**config.mk**
```make
export PLATFORM = sky130hd
export DESIGN_NAME = secfwd_gate
export DESIGN_NICKNAME = d
export VERILOG_FILES = /design/src/rtl/sfg_pkg.sv /design/src/rtl/sfg_free_pick.sv /design/src/rtl/sfg_age_order.sv /design/src/rtl/secfwd_gate.sv
export SDC_FILE = /design/constraint.sdc
export NUM_CORES = 1
export LEC_CHECK = 0
export ABC_AREA = 1
export BUFFER_PORTS_ARGS = -buffer_cell sky130_fd_sc_hd__buf_2
export CAP_MARGIN = 20
export CORE_AREA = 3 3 234 236
export CTS_CLUSTER_SIZE = 30
export DETAILED_ROUTE_END_ITERATION = 7
export DIE_AREA = 0 0 237 239
export GPL_ROUTABILITY_DRIVEN = 1
export HOLD_SLACK_MARGIN = 0.03
export PLACE_DENSITY = 0.63
export SETUP_SLACK_MARGIN = 0.3
export SKIP_LAST_GASP = 1
export SLEW_MARGIN = 20
export SYNTH_ARGS = -nofsm -noshare
export SYNTH_HDL_FRONTEND = slang
export SYNTH_SLANG_ARGS = --single-unit
```
**constraint.sdc**
```tcl
create_clock -name clk -period 6.84 [get_ports clk]
set_clock_uncertainty 0.2 [all_clocks]
set_input_delay 1.368 -clock clk [delete_from_list [all_inputs] [get_ports clk]]
set_output_delay 1.368 -clock clk [all_outputs]
set_load 0.005 [all_outputs]
```
**src/rtl/sfg_pkg.sv**
```systemverilog
package sfg_pkg;
  typedef enum logic [1:0] {
    SRC_NONE   = 2'd0,
    SRC_DIRECT = 2'd1,
    SRC_HELD   = 2'd2
  } fwd_src_e;
endpackage

```
**src/rtl/sfg_free_pick.sv**
```systemverilog
module sfg_free_pick #(
  parameter int DEPTH = 8
) (
  input  logic [DEPTH-1:0]         free_mask,
  output logic                     any_free,
  output logic [$clog2(DEPTH)-1:0] free_idx
);
  localparam int IDX_W = $clog2(DEPTH);

  always_comb begin
    any_free = 1'b0;
    free_idx = '0;
    for (int i = DEPTH - 1; i >= 0; i--) begin
      if (free_mask[i]) begin
        any_free = 1'b1;
        free_idx = i[IDX_W-1:0];
      end
    end
  end
endmodule

```
**src/rtl/sfg_age_order.sv**
```systemverilog
module sfg_age_order #(
  parameter int DEPTH = 8
) (
  input  logic                     clk,
  input  logic                     rst,
  input  logic                     alloc_en,
  input  logic [$clog2(DEPTH)-1:0] alloc_idx,
  input  logic [DEPTH-1:0]         valid_mask,
  input  logic [DEPTH-1:0]         req_mask,
  output logic                     grant_any,
  output logic [$clog2(DEPTH)-1:0] grant_idx
);
  localparam int IDX_W = $clog2(DEPTH);

  // row i, bit j set: entry j arrived before entry i
  logic [DEPTH-1:0][DEPTH-1:0] before_q;
  logic [DEPTH-1:0]            win;

  always_ff @(posedge clk) begin
    if (rst) begin
      before_q <= '0;
    end else if (alloc_en) begin
      for (int j = 0; j < DEPTH; j++) begin
        if (j == int'(alloc_idx)) before_q[j] <= valid_mask;
        else                      before_q[j][alloc_idx] <= 1'b0;
      end
    end
  end

  generate
    for (genvar i = 0; i < DEPTH; i++) begin : g_win
      assign win[i] = req_mask[i] && !(|(req_mask & before_q[i]));
    end
  endgenerate

  always_comb begin
    grant_any = |req_mask;
    grant_idx = '0;
    for (int i = 0; i < DEPTH; i++) begin
      if (win[i]) grant_idx = i[IDX_W-1:0];
    end
  end
endmodule

```
**src/rtl/secfwd_gate.sv**
```systemverilog
module secfwd_gate
  import sfg_pkg::*;
#(
  parameter int DEPTH  = 8,
  parameter int DATA_W = 32,
  parameter int RTAG_W = 6,
  parameter int BTAG_W = 4
) (
  input  logic              clk,
  input  logic              rst,
  input  logic              ld_vld,
  output logic              ld_rdy,
  input  logic              ld_secret,
  input  logic              ld_guarded,
  input  logic [BTAG_W-1:0] ld_guard_tag,
  input  logic [RTAG_W-1:0] ld_dst,
  input  logic [DATA_W-1:0] ld_data,
  input  logic              br_vld,
  input  logic              br_mispred,
  input  logic [BTAG_W-1:0] br_tag,
  output logic              fwd_vld,
  output logic [RTAG_W-1:0] fwd_dst,
  output logic [DATA_W-1:0] fwd_data
);
  localparam int IDX_W = $clog2(DEPTH);

  function automatic logic tag_older(input logic [BTAG_W-1:0] a,
                                     input logic [BTAG_W-1:0] b);
    logic [BTAG_W-1:0] d;
    d = b - a;
    return (d != '0) && !d[BTAG_W-1];
  endfunction

  logic [DEPTH-1:0]             vld_q;
  logic [DEPTH-1:0]             rdy_q;
  logic [DEPTH-1:0][BTAG_W-1:0] grd_q;
  logic [DEPTH-1:0][RTAG_W-1:0] dst_q;
  logic [DATA_W-1:0]            mem_q [DEPTH];

  logic             is_direct, full, acc, acc_dir, acc_hold;
  logic             new_kill, new_rel, alloc_en;
  logic             free_any, sel_any;
  logic [IDX_W-1:0] free_idx, sel_idx;
  logic [DEPTH-1:0] kill_vec, rel_vec;
  fwd_src_e         src;

  assign is_direct = !ld_secret || !ld_guarded;
  assign full      = &vld_q;
  assign ld_rdy    = !(full && ld_secret && ld_guarded);
  assign acc       = ld_vld && ld_rdy;
  assign acc_dir   = acc && is_direct;
  assign acc_hold  = acc && !is_direct;
  assign new_kill  = br_vld && br_mispred && !tag_older(ld_guard_tag, br_tag);
  assign new_rel   = br_vld && !br_mispred && !tag_older(br_tag, ld_guard_tag);
  assign alloc_en  = acc_hold && !new_kill && free_any;

  generate
    for (genvar i = 0; i < DEPTH; i++) begin : g_res
      assign kill_vec[i] = vld_q[i] && !rdy_q[i] && br_vld && br_mispred &&
                           !tag_older(grd_q[i], br_tag);
      assign rel_vec[i]  = vld_q[i] && br_vld && !br_mispred &&
                           !tag_older(br_tag, grd_q[i]);
    end
  endgenerate

  sfg_free_pick #(.DEPTH(DEPTH)) u_free (
    .free_mask (~vld_q),
    .any_free  (free_any),
    .free_idx  (free_idx)
  );

  sfg_age_order #(.DEPTH(DEPTH)) u_age (
    .clk        (clk),
    .rst        (rst),
    .alloc_en   (alloc_en),
    .alloc_idx  (free_idx),
    .valid_mask (vld_q),
    .req_mask   (vld_q & rdy_q),
    .grant_any  (sel_any),
    .grant_idx  (sel_idx)
  );

  always_comb begin
    if (acc_dir)      src = SRC_DIRECT;
    else if (sel_any) src = SRC_HELD;
    else              src = SRC_NONE;
  end

  // entry flags
  always_ff @(posedge clk) begin
    if (rst) begin
      vld_q <= '0;
      rdy_q <= '0;
    end else begin
      for (int i = 0; i < DEPTH; i++) begin
        if (alloc_en && free_idx == i[IDX_W-1:0]) begin
          vld_q[i] <= 1'b1;
          rdy_q[i] <= new_rel;
        end else if ((src == SRC_HELD && sel_idx == i[IDX_W-1:0]) || kill_vec[i]) begin
          vld_q[i] <= 1'b0;
          rdy_q[i] <= 1'b0;
        end else if (rel_vec[i]) begin
          rdy_q[i] <= 1'b1;
        end
      end
    end
  end

  // entry payload, no reset: one write port, one read port
  always_ff @(posedge clk) begin
    if (alloc_en) begin
      mem_q[free_idx] <= ld_data;
      dst_q[free_idx] <= ld_dst;
      grd_q[free_idx] <= ld_guard_tag;
    end
  end

  // registered forward port
  always_ff @(posedge clk) begin
    if (rst) begin
      fwd_vld  <= 1'b0;
      fwd_dst  <= '0;
      fwd_data <= '0;
    end else begin
      fwd_vld <= (src != SRC_NONE);
      if (src == SRC_DIRECT) begin
        fwd_dst  <= ld_dst;
        fwd_data <= ld_data;
      end else if (src == SRC_HELD) begin
        fwd_dst  <= dst_q[sel_idx];
        fwd_data <= mem_q[sel_idx];
      end
    end
  end
endmodule

```
# Word-level counts from Yosys, hierarchy flattened

Memory sizes are Yosys's and may differ from the RTL's.
Cells that the tools add are included.

Word-level logic and storage cells: 414
Memories kept: 1
Register bits: 191
Bits in writable memories: 256
Output and inout bits: 40
Bits in latches: 0
Bits in read-only memories: 0
Input port bits: 53

Multiply operators: 0
Equality and inequality tests: 23
Div/mod/pow operators: 0
Magnitude comparators: 3
Bitwise logic cells: 17
Muxes and demuxes: 88
Add/subtract/negate cells: 18
Shift operators: 0
Reduce and logical (&&, ||, !) cells: 222

Memory list:

| memory | depth | width | rd ports | clocked after memory_dff | wr ports | RTL line          | text |
|---|---|---|---|---|---|---|---|
| mem_q  | 8     | 32    | 1        | 0                        | 1        | secfwd_gate.sv:38 | `logic [DATA_W-1:0] mem_q [DEPTH];` |

Operators with widths:

| operator                                                             | count |
|---|---|
| 8-bit bitwise AND                                                    | 15 |
| 1-bit logical AND                                                    | 109 |
| 4-bit nonzero test                                                   | 18 |
| 4-bit subtractor                                                     | 18 |
| 32-bit 2-to-1 mux                                                    | 2 |
| 8-bit OR reduction                                                   | 8 |
| 1-bit logical NOT                                                    | 57 |
| 8-bit 2-to-1 mux                                                     | 7 |
| 1-bit 2-to-1 mux                                                     | 52 |
| 48-bit bitwise mux                                                   | 1 |
| 3-bit 2-to-1 mux                                                     | 12 |
| 32-bit bitwise mux                                                   | 1 |
| 3-bit == test, second input constant                                 | 8 |
| 6-bit 2-to-1 mux                                                     | 4 |
| 3-bit nonzero test                                                   | 8 |
| 2-bit nonzero test                                                   | 10 |
| 6-bit binary-select mux with 3-bit select                            | 1 |
| 6-bit demux with 3-bit select                                        | 1 |
| 8-bit NOT                                                            | 2 |
| 4-bit demux with 3-bit select                                        | 1 |
| 3-bit by 2-bit == test with 1-bit output, second input constant      | 4 |
| 3-bit == test, first input constant                                  | 4 |
| 1-bit logical OR                                                     | 9 |
| 3-bit by 4-bit < comparator with 1-bit output, second input constant | 2 |
| 11 further kinds                                                     | 17 |

# Logic depth before layout (Yosys ltp)

Depth in word-level cells: 17
Depth in mapped cells: 23
Mapped depth without buffers: 20

# Cells and area by module

From an unflattened synthesis, not the netlist that was laid out.

Cells, all modules: 2009
Area total of the unflattened synthesis: 19912.8 µm²

Modules (own cells, without submodules):

| module        | cells an instance | instances | area an instance (µm²) | seq. area each (µm²) |
|---|---|---|---|---|
| secfwd_gate   | 1611              | 1         | 17206.5                | 11190.7 |
| sfg_age_order | 376               | 1         | 2607.5                 | 1121.1 |
| sfg_free_pick | 22                | 1         | 98.8                   | 0.0 |

# Worst setup path after synthesis

No wires, ideal clock.

Path type: input -> register
Start point: input port br_tag[0]
End point: register u_age.before_q[24] (netlist name)
Slack: 1413 ps
Arrival: 5102 ps
Data required time: 6515 ps
Buffers on the path: 0
Cell stages on the path: 13
Setup time: 125 ps
Cell sequence: inv_1 > ha_1 > inv_1 > fa_1 > a21oi_1 > nand2_1 > nor2_1 > o21ai_1 > nand2_2 > nor2_1 > inv_1 > nand2_1 > o21ai_0

Longest elaborated chain between the ends: 8
Elaborated cells on any way between the ends: 9
Classes of those cells: add/sub: 1; reduce/logical: 8

Ends and longest elaborated chain:

| what                                                    | RTL line            | text |
|---|---|---|
| from (decl)                                             | secfwd_gate.sv:20   | `input logic [BTAG_W-1:0] br_tag,` |
| 4-bit subtractor (*)                                    | secfwd_gate.sv:30   | `d = b - a;` |
| 4-bit nonzero test or 1-bit logical NOT (tied branches) | secfwd_gate.sv:31   | `return (d != '0) && !d[BTAG_W-1];` |
| 1-bit logical AND (*)                                   | secfwd_gate.sv:31   |  |
| 1-bit logical NOT (*)                                   | secfwd_gate.sv:53   | `assign new_kill = br_vld && br_mispred && !tag_older(ld_guard_tag, br_tag);` |
| 1-bit logical AND (*)                                   | secfwd_gate.sv:53   |  |
| 1-bit logical NOT (*)                                   | secfwd_gate.sv:55   | `assign alloc_en = acc_hold && !new_kill && free_any;` |
| 1-bit logical AND (*) (2 in series)                     | secfwd_gate.sv:55   |  |
| to (decl)                                               | sfg_age_order.sv:16 | `logic [DEPTH-1:0][DEPTH-1:0] before_q;` |

Every way passes the cells marked *; elsewhere a longest branch is shown, timed or not.
A chain may end at the register's enable or synchronous reset.

# Worst setup path after layout

Start point: register vld_q[4]
End point: register fwd_data[20]

Longest elaborated chain between the ends: 15
Elaborated cells on any way between the ends: 51
Classes of those cells: eq/ne: 2; mux: 11; bitwise: 8; reduce/logical: 29; memory: 1

Ends and longest elaborated chain:

| what                              | RTL line            | text |
|---|---|---|
| from (decl)                       | secfwd_gate.sv:34   | `logic [DEPTH-1:0] vld_q;` |
| from (signal assigned)            | secfwd_gate.sv:92   | `vld_q <= '0;` |
| from (signal, indexed assignment) | secfwd_gate.sv:97   | `vld_q[i] <= 1'b1;` |
| from (signal, indexed assignment) | secfwd_gate.sv:100  | `vld_q[i] <= 1'b0;` |
| 8-bit bitwise AND                 | secfwd_gate.sv:78   | `.req_mask (vld_q & rdy_q),` |
| 8-bit bitwise AND                 | sfg_age_order.sv:32 | `assign win[i] = req_mask[i] && !(\|(req_mask & before_q[i]));` |
| 8-bit OR reduction                | sfg_age_order.sv:32 |  |
| 1-bit logical NOT                 | sfg_age_order.sv:32 |  |
| 1-bit logical AND                 | sfg_age_order.sv:32 |  |
| 1-bit 2-to-1 mux                  | sfg_age_order.sv:40 | `if (win[i]) grant_idx = i[IDX_W-1:0];` |
| 2-bit 2-to-1 mux (2 in series)    | sfg_age_order.sv:40 |  |
| 3-bit 2-to-1 mux (4 in series)    | sfg_age_order.sv:40 |  |
| memory 8 x 32 bit                 | n/a                 |  |
| 32-bit 2-to-1 mux                 | secfwd_gate.sv:129  | `end else if (src == SRC_HELD) begin` |
| 32-bit 2-to-1 mux                 | secfwd_gate.sv:126  | `if (src == SRC_DIRECT) begin` |
| to (signal assigned)              | secfwd_gate.sv:128  | `fwd_data <= ld_data;` |
| to (signal assigned)              | secfwd_gate.sv:131  | `fwd_data <= mem_q[sel_idx];` |
| to (decl)                         | secfwd_gate.sv:23   | `output logic [DATA_W-1:0] fwd_data` |

Parallel ways exist; a longest one is shown, timed or not. The select of a mux whose other input is x is not followed.

==> flow_summary.json <==
{
  "final_layout_size_suffix_gt1_share_pct": 9.67,
  "drc": 0,
  "hold_path_class": "flip-flop to flip-flop",
  "outcome": "finished clean",
  "io_pins": 93,
  "routedWlPerCell_um": 18.2,
  "cts_repair_resize_count": 0,
  "drt_pass1_iterations": 5,
  "cp-startpoint": "vld_q[4]$_SDFFE_PP0P_",
  "critPathMaxFanout": 74,
  "slew_headroom_pct": 27.6,
  "crit_arrival_ns": 5.10,
  "tns_ns": 0,
  "wl_met2_mm": 25.4,
  "syn_nets": 2269,
  "wl_met1_mm": 23.5,
  "synth-simple-area-share_pct": 22.6,
  "synth_compound_area_share_pct": 5.70,
  "fin_crit_sh_pct": 70.6,
  "synth_seq_cells": 447,
  "hold_ws_ns": 0.229,
  "yosysSeqAreaShare_pct": 60.0,
  "ff2ff_setup_slack_ns": 2.01,
  "reg2reg_from": "vld_q[4]$_SDFFE_PP0P_",
  "crit_path_end": "fwd_data[20]$_SDFFE_PP0P_",
  "synth_xor_xnor_area_share_pct": 1.57,
  "crit_chain": "nand2_1 -> o22ai_1 -> a211oi_1 -> nand2_4 -> nand2_1 -> nor2_4 -> inv_2 -> buf_4 -> nand2_1 -> nand2_1 -> nand2_1 -> nand3_1 -> nand2_1 -> inv_1",
  "vdd_drop_max_mv": 0.168,
  "drt-initial-drc-count": 1179,
  "start_kind": "flip-flop",
  "timing_hold_violations_final": 0,
  "required_ns": 7.11,
  "dieArea_um2": 56600,
  "cp_top_family": "simple AND/OR/NAND/NOR gates",
  "utilization_pct": 43.9,
  "synth_async_sr_flop_share_pct": 0,
  "cts_made_buffers": 48,
  "initial_core_util_pct": 38.9,
  "grt_pass1_vias": 15000,
  "grt_start_max_net_pins": 92,
  "top_layer_used": "met4",
  "ant_nets": 0,
  "syn2layout_area_growth_pct": 12.6,
  "cts_buffer_depth": 3,
  "setup_viol": 0,
  "r2r_end": "fwd_data[20]$_SDFFE_PP0P_",
  "timing.final.crit_period_ns": 4.83,
  "n_fill_cell": 4983,
  "cts_tree": "yes",
  "ys.flop_type": "edfxtp_1",
  "critPathSlowestCell": "dfxtp_1",
  "num_rows": 84,
  "core_um2": 52700,
  "worst_path_most_repeated_cell": "nand2_1",
  "synth_fa_ha_area_share_pct": 4.17,
  "grt_overflow": 0,
  "htree_levels": 2,
  "cp_slowest_stage_delay_ns": 0.74,
  "holdBufCountCts": 0,
  "cts.sinks": 447,
  "netlist_area_um2": 20500,
  "crit_type": "flip-flop to flip-flop",
  "dp_hpwl_mm": 32.8,
  "post_cts_buffers": 0,
  "drv_cap": 0,
  "antenna_found_initial": 3,
  "clk_pin_slew_ns": 0.06,
  "root_buffer": "clkbuf_16",
  "muxShareOfSynthArea_pct": 0,
  "routed_wl_mm": 53.6,
  "viasPerCell": 5.15,
  "vias": 15200,
  "synth.distinct_cells": 40,
  "rsz0062_at_grt": "false",
  "grt_pass1_wl_mm": 84.6,
  "synth_top_family_by_area": "simple AND/OR/NAND/NOR gates",
  "layout.nets": 2334,
  "port_buffers": 92,
  "power_density_nw_per_um2": 249,
  "critPathBufInv": 3,
  "syn_inst": 2153,
  "clk_latency_ns": 0.58,
  "crit_path_end_kind": "flip-flop",
  "die_w_um": 237,
  "dr_wl_met3_mm": 3.47,
  "cp_num_cells": 14,
  "p_leak_nw": 9.66,
  "track_usage_pct": 18.7,
  "routabilityCongestion": 0.875,
  "synth_edf_count": 336,
  "avgSynthCellArea_um2": 9.53,
  "die_h_um": 239,
  "maxSlewViolCount": 0,
  "synth_warnings": 0,
  "max_slew.worst_pin.slew_ns": 1.09,
  "max_freq_mhz": 207,
  "reg2regPathDepth": 14
}
[state kept, by name, summed over array words and instances, names as in the netlist]
name / cells
fwd_vld: 1
fwd_dst: 6
rdy_q: 8
u_age.before_q: 56
grd_q: 32
vld_q: 8
mem_q: 256
fwd_data: 32
dst_q: 48
[kinds of logic after synthesis]
kind of cell	count (synthesis)
simple gates	1127
xor+xnor	36
buf+inv	286
compound gates	194
fa+ha+maj	63
flops	447
[synthesized netlist by cell type, drive strengths merged, types with 29 or more instances]
cell	n	area share, %
a21oi	79	1.9
o21ai	35	0.85
inv	186	3.4
dfxtp	111	11
nand3	237	5.8
edfxtp	336	49
buf	71	2.0
clkbuf	29	0.53
nor2	72	1.4
a22oi	38	1.4
nand2	796	15
ha	54	3.3
[where the power goes]
part	switching, mW	leakage [nW]	total (mW)	internal (mW)
sequential	0.0118	3.93	2.95	2.94
combinational	0.179	4.99	0.267	0.0880
clock	1.06	0.750	2.55	1.48
[worst reg2reg max path: stages, from the launching register on]
cell	delay [ns]
dfxtp_1	0.74
nand2_1	0.28
o22ai_1	0.24
a211oi_1	0.10
nand2_4	0.65
nand2_1	0.35
nor2_4	0.59
inv_2	0.60
buf_4	0.49
nand2_1	0.12
nand2_1	0.05
nand2_1	0.11
nand3_1	0.09
nand2_1	0.06
inv_1	0.05
[metrics by stage]
step / instances / power, mW / cell area [µm²] / worst slack (ns)
detailed placement: 2855 / 3.27 / 21500 / 1.67
global placement: 2855 / 3.27 / 21500 / 1.69
finish: 2944 / 5.76 / 23100 / 2.01
CTS: 2941 / 5.82 / 23100 / 1.94
global route: 2942 / 5.96 / 23100 / 1.54
floorplan: 2153 / 3.15 / 20500 / 1.41
[cells in the final DEF (no fill, tap or decap), drive strengths merged, types with 26 or more instances in the layout]
cell type  Yosys  routed
a21oi         79      79
a22oi         38      38
buf           71     115
clkbuf        29      66
dfxtp        111     111
edfxtp       336     336
ha            54      54
inv          186     188
nand2        796     796
nand3        237     237
nor2          72      72
o21ai         35      35
xor2          26      26
[worst min path at each step]
stage                                                from                         endpoint  slack, ns  cells after the start
final                     u_age.before_q[18]$_SDFFE_PP0P_  u_age.before_q[18]$_SDFFE_PP0P_       0.23                      2
after global routing      u_age.before_q[63]$_SDFFE_PP0P_  u_age.before_q[63]$_SDFFE_PP0P_       0.26                      2
after CTS                 u_age.before_q[18]$_SDFFE_PP0P_  u_age.before_q[18]$_SDFFE_PP0P_       0.23                      2
after detailed placement  u_age.before_q[18]$_SDFFE_PP0P_  u_age.before_q[18]$_SDFFE_PP0P_       0.22                      2
after global placement    u_age.before_q[18]$_SDFFE_PP0P_  u_age.before_q[18]$_SDFFE_PP0P_       0.21                      2
after floorplan           u_age.before_q[18]$_SDFFE_PP0P_  u_age.before_q[18]$_SDFFE_PP0P_       0.21                      2
[final cells by class]
cell class	instances	area [µm²]	area share [%]
Tap cell	688	861	3.73
Inverter	186	698	3.02
Multi-Input combinational cell	1420	7050	30.5
Timing Repair Buffer	115	646	2.79
Clock buffer	66	1340	5.81
Sequential cell	447	12300	53.3
Clock inverter	20	185	0.802
Antenna cell	2	5.00	0.0217
[per-layer routing]
metal / GRT usage (%) / vias up
li1: - / 7293
met5: 0 / -
met3: 3.56 / 83
met2: 30.9 / 423
met4: 5.59 / 0
met1: 25.1 / 7354
Note: power is estimated with default switching activity, not from simulation.
